$ cat src/rtl/rdy_pkg.sv
package rdy_pkg;
  localparam int FIFO_DEPTH = 64;
  localparam int TRIG_STEP  = 4;

  // legacy selector to trigger level
  function automatic int legacy_level(input logic [1:0] sel);
    case (sel)
      2'd0:    return 8;
      2'd1:    return 16;
      2'd2:    return 32;
      default: return 56;
    endcase
  endfunction

  // fine setting wins when nonzero
  function automatic int resolve_level(input int q4, input logic [1:0] sel);
    if (q4 != 0) return q4 * TRIG_STEP;
    return legacy_level(sel);
  endfunction

  function automatic logic tx_wants(input logic fe, input int cnt,
                                    input int depth, input int trig);
    if (!fe) return (cnt == 0);
    return (cnt == 0) || ((depth - cnt) >= trig);
  endfunction

  function automatic logic rx_wants(input int cnt, input logic err);
    return (cnt != 0) && !err;
  endfunction
endpackage

$ cat src/rtl/rdy_trig_resolve.sv
module rdy_trig_resolve #(
  parameter int DEPTH = rdy_pkg::FIFO_DEPTH,
  parameter int Q4_W  = 4,
  localparam int CNT_W = $clog2(DEPTH + 1)
) (
  input  logic [Q4_W-1:0]  trig_q4,
  input  logic [1:0]       trig_sel,
  output logic [CNT_W-1:0] trig_level
);
  import rdy_pkg::*;

  always_comb begin
    trig_level = CNT_W'(resolve_level(int'(trig_q4), trig_sel));
    AST_TRIG_RANGE: assert (trig_level != '0 && int'(trig_level) <= DEPTH);
  end
endmodule

$ cat src/rtl/rdy_channel.sv
module rdy_channel #(
  parameter int DEPTH = rdy_pkg::FIFO_DEPTH,
  parameter int Q4_W  = 4,
  localparam int CNT_W = $clog2(DEPTH + 1)
) (
  input  logic             clk,
  input  logic             rst_n,
  input  logic             fifo_en,
  input  logic [CNT_W-1:0] tx_count,
  input  logic [CNT_W-1:0] rx_count,
  input  logic [Q4_W-1:0]  trig_q4,
  input  logic [1:0]       trig_sel,
  input  logic             rx_err,
  output logic             tx_rdy_n,
  output logic             rx_rdy_n
);
  import rdy_pkg::*;

  logic [CNT_W-1:0] trig_level;
  logic             tx_want;
  logic             rx_want;
  logic             tx_empty;
  logic             tx_full;

  rdy_trig_resolve #(.DEPTH(DEPTH), .Q4_W(Q4_W)) u_resolve (
    .trig_q4    (trig_q4),
    .trig_sel   (trig_sel),
    .trig_level (trig_level)
  );

  assign tx_empty = (tx_count == '0);
  assign tx_full  = (int'(tx_count) == DEPTH);
  assign tx_want  = tx_wants(fifo_en, int'(tx_count), DEPTH, int'(trig_level));
  assign rx_want  = rx_wants(int'(rx_count), rx_err);

  always_ff @(posedge clk or negedge rst_n) begin
    if (!rst_n) begin
      tx_rdy_n <= 1'b1;
      rx_rdy_n <= 1'b1;
    end else begin
      tx_rdy_n <= !tx_want;
      rx_rdy_n <= !rx_want;
    end
  end

  AST_TX_EMPTY_READY: assert property (@(posedge clk) disable iff (!rst_n)
    tx_empty |=> !tx_rdy_n);
  AST_TX_FULL_IDLE: assert property (@(posedge clk) disable iff (!rst_n)
    tx_full |=> tx_rdy_n);
  AST_RX_EMPTY_IDLE: assert property (@(posedge clk) disable iff (!rst_n)
    (rx_count == '0) |=> rx_rdy_n);
  AST_RX_ERR_IDLE: assert property (@(posedge clk) disable iff (!rst_n)
    rx_err |=> rx_rdy_n);
  AST_NOFIFO_BUSY: assert property (@(posedge clk) disable iff (!rst_n)
    (!fifo_en && !tx_empty) |=> tx_rdy_n);
endmodule

$ cat src/rtl/rdy_status_pack.sv
module rdy_status_pack #(
  parameter int NUM_CH = 2,
  parameter int RX_BASE = 4
) (
  input  logic [NUM_CH-1:0] tx_rdy_n,
  input  logic [NUM_CH-1:0] rx_rdy_n,
  output logic [7:0]        status
);
  always_comb begin
    status = 8'h00;
    for (int c = 0; c < NUM_CH; c++) begin
      status[c]           = !tx_rdy_n[c];
      status[RX_BASE + c] = !rx_rdy_n[c];
    end
  end
endmodule

$ cat src/rtl/fifo_dma_ready.sv
module fifo_dma_ready #(
  parameter int DEPTH  = rdy_pkg::FIFO_DEPTH,
  parameter int Q4_W   = 4,
  parameter int NUM_CH = 2,
  localparam int CNT_W = $clog2(DEPTH + 1)
) (
  input  logic                         clk,
  input  logic                         rst_n,
  input  logic [NUM_CH-1:0]            fifo_en,
  input  logic [NUM_CH-1:0][CNT_W-1:0] tx_count,
  input  logic [NUM_CH-1:0][CNT_W-1:0] rx_count,
  input  logic [NUM_CH-1:0][Q4_W-1:0]  tx_trig_q4,
  input  logic [NUM_CH-1:0][1:0]       tx_trig_sel,
  input  logic [NUM_CH-1:0]            rx_err,
  output logic [NUM_CH-1:0]            tx_rdy_n,
  output logic [NUM_CH-1:0]            rx_rdy_n,
  output logic [7:0]                   rdy_status
);
  genvar c;
  generate
    for (c = 0; c < NUM_CH; c++) begin : g_ch
      rdy_channel #(.DEPTH(DEPTH), .Q4_W(Q4_W)) u_ch (
        .clk      (clk),
        .rst_n    (rst_n),
        .fifo_en  (fifo_en[c]),
        .tx_count (tx_count[c]),
        .rx_count (rx_count[c]),
        .trig_q4  (tx_trig_q4[c]),
        .trig_sel (tx_trig_sel[c]),
        .rx_err   (rx_err[c]),
        .tx_rdy_n (tx_rdy_n[c]),
        .rx_rdy_n (rx_rdy_n[c])
      );
    end
  endgenerate

  rdy_status_pack #(.NUM_CH(NUM_CH), .RX_BASE(4)) u_pack (
    .tx_rdy_n (tx_rdy_n),
    .rx_rdy_n (rx_rdy_n),
    .status   (rdy_status)
  );

  AST_STATUS_RESERVED: assert property (@(posedge clk) disable iff (!rst_n)
    (rdy_status[3:2] == 2'b00) && (rdy_status[7:6] == 2'b00));
endmodule

$ cat config.mk
export PLATFORM = sky130hd
export DESIGN_NAME = fifo_dma_ready
export DESIGN_NICKNAME = d
export VERILOG_FILES = /design/src/rtl/rdy_pkg.sv /design/src/rtl/rdy_trig_resolve.sv /design/src/rtl/rdy_channel.sv /design/src/rtl/rdy_status_pack.sv /design/src/rtl/fifo_dma_ready.sv
export SDC_FILE = /design/constraint.sdc
export NUM_CORES = 1
export LEC_CHECK = 0
export BUFFER_PORTS_ARGS = -buffer_cell sky130_fd_sc_hd__buf_2
export CORE_AREA = 2 2 53 55
export CTS_CLUSTER_DIAMETER = 60
export DETAILED_ROUTE_END_ITERATION = 8
export DIE_AREA = 0 0 55 57
export SLEW_MARGIN = 20
export SYNTH_ARGS = -nofsm -noshare
export SYNTH_HDL_FRONTEND = slang
export SYNTH_SLANG_ARGS = --single-unit
$ cat constraint.sdc
create_clock -name clk -period 2.2 [get_ports clk]
set_input_delay 0.66 -clock clk [delete_from_list [all_inputs] [get_ports clk]]
set_output_delay 0.66 -clock clk [all_outputs]
set_load 0.02 [all_outputs]
==> results.yml <==
power:
  p_seq_frac: 0.220
  internal_power_mw: 0.256
  power_switching_mw: 0.125
  report.power.total_mw: 0.380
  p_per_area_nw_per_um2: 293
  p_clk_frac: 0.233
  leakage_nw: 0.703
  p_comb_frac: 0.546
  p_sw_frac: 0.328
  peakVddDrop_v: 0.000220
clock_tree:
  htree_levels: 1
  cts_buffers: 3
  cts.sinks: 4
  clockBufferDepth: 2
  clk_pin_slew_ns: 0.04
  cts_tree: "done"
  hold_buffers: 0
  cts_root_buffer: "clkbuf_4"
routing:
  dr_total_vias: 872
  drtPass1Iterations: 2
  drc: 0
  ant_nets: 0
  avgViaCountPerCell: 4.52
  drtIter0Drc: 4
  drt_wl_total_mm: 1.99
  post_drt_wl_per_cell_um: 10.3
place:
  post-place-ws_ns: -0.366
  hpwl_mm: 1.69
  dpl_cell_area_um2: 1210
  gp_congestion: 0.768
  dp.cells: 189
  io_buffers: 53
worst_setup_path:
  cp_num_buf_inv: 2
  critPathCaptureType: "flip-flop"
  critPathTopFamily: "adder cells"
  worstPathMaxFanout: 2
  start_kind: "input pin"
  cp_num_cells: 10
  cp_slowest_cell: "ha_1"
  path_cells: "buf_8 -> inv_4 -> ha_4 -> nor4b_4 -> nor2_1 -> ha_1 -> and4bb_2 -> o311a_1 -> o21ai_1 -> maj3_2"
  critPathCapture: "g_ch[0].u_ch.tx_rdy_n$_DFF_PN1_"
  critPathArrivalTime_ns: 2.39
  crit_path_start: "tx_trig_sel[0]"
  slowest_delay_ns: 0.29
  path_class: "input pin to flip-flop"
  critPathRequiredTime_ns: 2.38
grt:
  grt_max_degree: 5
  grt_first_pass_wirelength_mm: 3.13
  antenna_found_initial: 0
  grt_pass1_vias: 829
  grtUsageTotal: 0.137
  gr-total-overflow: 0
synth:
  synth_cell_types: 23
  yosys-top-cells-area: "ha_1 24%, dfstp_2 14%, buf_4 8.2%"
  ys_warn_count: 0
  synth_top_area_frac: 0.240
  ys_seq_area_frac: 0.144
  syn_area_um2: 729
  synth_area_leader_cell: "ha_1"
  synthCells: 89
  ys_ff_latch: 4
  syn_area_per_cell_um2: 8.20
run_status:
  status: "finished with violations"
  violations: "negative setup slack"
die:
  die_w_um: 55
  dieHeight_um: 57
  io_pins: 58
  initial_core_util: 0.279
  die_area_um2: 3140
  fp-row-count: 19
  coreArea_um2: 2620
cells_and_area:
  instances_no_fill: 193
  diodes: 0
  nets: 224
  drive_above_1_share: 0.605
  fin_area_um2: 1300
  syn2layout_area_growth_pct: 78.0
sta:
  min_period_over_period: 1.01
  drv_slew: 0
  rsz0062_at_grt: "yes"
  whs_ns: 0.401
  worst_slack_ns: -0.0142
  setup_viol: 2
  hold_viol: 0
  fmax_ghz: 0.452
  period_minus_slack_ns: 2.21
worst_hold_path:
  hold_path_class: "input pin to async pin"
job:
  drv_cap: 0
[layer usage]
| layer | up-vias | part of all wire | global-route usage |
|---|---|---|---|
| li1 | 447 | - | - |
| met3 | 2 | 0.055 | 0.0157 |
| met2 | 28 | 0.58 | 0.260 |
| met1 | 395 | 0.35 | 0.140 |
| met4 | 0 | 0.014 | 0.0627 |
| met5 | - | 0 | 0 |
[cell families after synthesis]
| family | count (synthesis) | share of synthesized area |
|---|---|---|
| AOI/OAI and AO/OA | 12 | 0.110 |
| xor gates and xnor gates | 4 | 0.0480 |
| adders and majority gates | 16 | 0.271 |
| buffers and inverters | 18 | 0.134 |
| DFF | 4 | 0.144 |
| other | 1 | 0.00514 |
| and+or+nand+nor | 34 | 0.288 |
[per-stage QoR]
step	setup TNS [ns]	utilization
after floorplan	-0.157	-
after global placement	-0.595	0.463
after detailed placement	-0.665	0.463
after CTS	-0.0119	0.489
after global routing	-0.201	0.497
final	-0.0223	0.497
[final cells by class]
cell class                 count  area (µm²)
tap                           31        38.8
inverter                       8        40.0
clock buffer                   3        22.5
sequential                     4         105
timing repair buffer          77         478
fill                         261        1320
multi-input combinational     70         614
[cell usage in the layout, fill, tap and decap left out, drive strengths merged]
cell,netlist,layout
buf,8,77
ha,14,14
nor2,10,10
inv,8,8
nor4,6,6
o21ai,6,6
nand2b,4,4
a21o,4,4
conb,1,4
dfstp,4,4
nor3,4,4
clkbuf,2,3
nor4b,2,2
xnor2,2,2
xor2,2,2
and2,2,2
and4bb,2,2
nor2b,2,2
o311a,2,2
maj3,2,2
or3,2,2
[worst min-delay path by stage]
| stage | slack [ns] | end | start |
|---|---|---|---|
| after floorplan | 0.51 | g_ch[0].u_ch.rx_rdy_n$_DFF_PN1_ | rst_n |
| after CTS | 0.40 | g_ch[0].u_ch.rx_rdy_n$_DFF_PN1_ | rst_n |
| final | 0.40 | g_ch[0].u_ch.rx_rdy_n$_DFF_PN1_ | rst_n |
| after detailed placement | 0.65 | g_ch[0].u_ch.rx_rdy_n$_DFF_PN1_ | rst_n |
| after global routing | 0.40 | g_ch[0].u_ch.rx_rdy_n$_DFF_PN1_ | rst_n |
| after global placement | 0.65 | g_ch[1].u_ch.rx_rdy_n$_DFF_PN1_ | rst_n |
[what timing repair did]
| action | CTS | global route |
|---|---|---|
| setup buffers | 0 | 1 |
| endpoints found under the setup margin | 2 | 2 |
| gates resized for setup | 9 | 3 |
| pin swaps | 9 | 3 |
[power groups by stage]
stage / clock (mW) / combinational (mW) / sequential (mW)
floorplan: 0 / 0.0991 / 0.0843
global placement: 0 / 0.186 / 0.0844
detailed placement: 0 / 0.193 / 0.0846
CTS: 0.0934 / 0.204 / 0.0839
global route: 0.0992 / 0.233 / 0.0844
finish: 0.0888 / 0.208 / 0.0837
[cells in the mapped netlist]
cell type / number
nor3_2: 2
maj3_2: 2
inv_1: 8
and2_1: 2
nor4_1: 6
and4bb_2: 2
o311a_1: 2
o21ai_1: 2
buf_4: 8
nor3_1: 2
ha_1: 14
nand2b_1: 4
nor4b_1: 2
nor2b_1: 2
xor2_1: 2
clkbuf_1: 2
or3_1: 2
a21o_1: 4
o21ai_0: 4
xnor2_1: 2
nor2_1: 10
conb_1: 1
dfstp_2: 4
[state kept, by name (all words and copies together) (netlist names)]
name                flops
g_ch.u_ch.rx_rdy_n      2
g_ch.u_ch.tx_rdy_n      2
(Power assumes the default switching activity.)
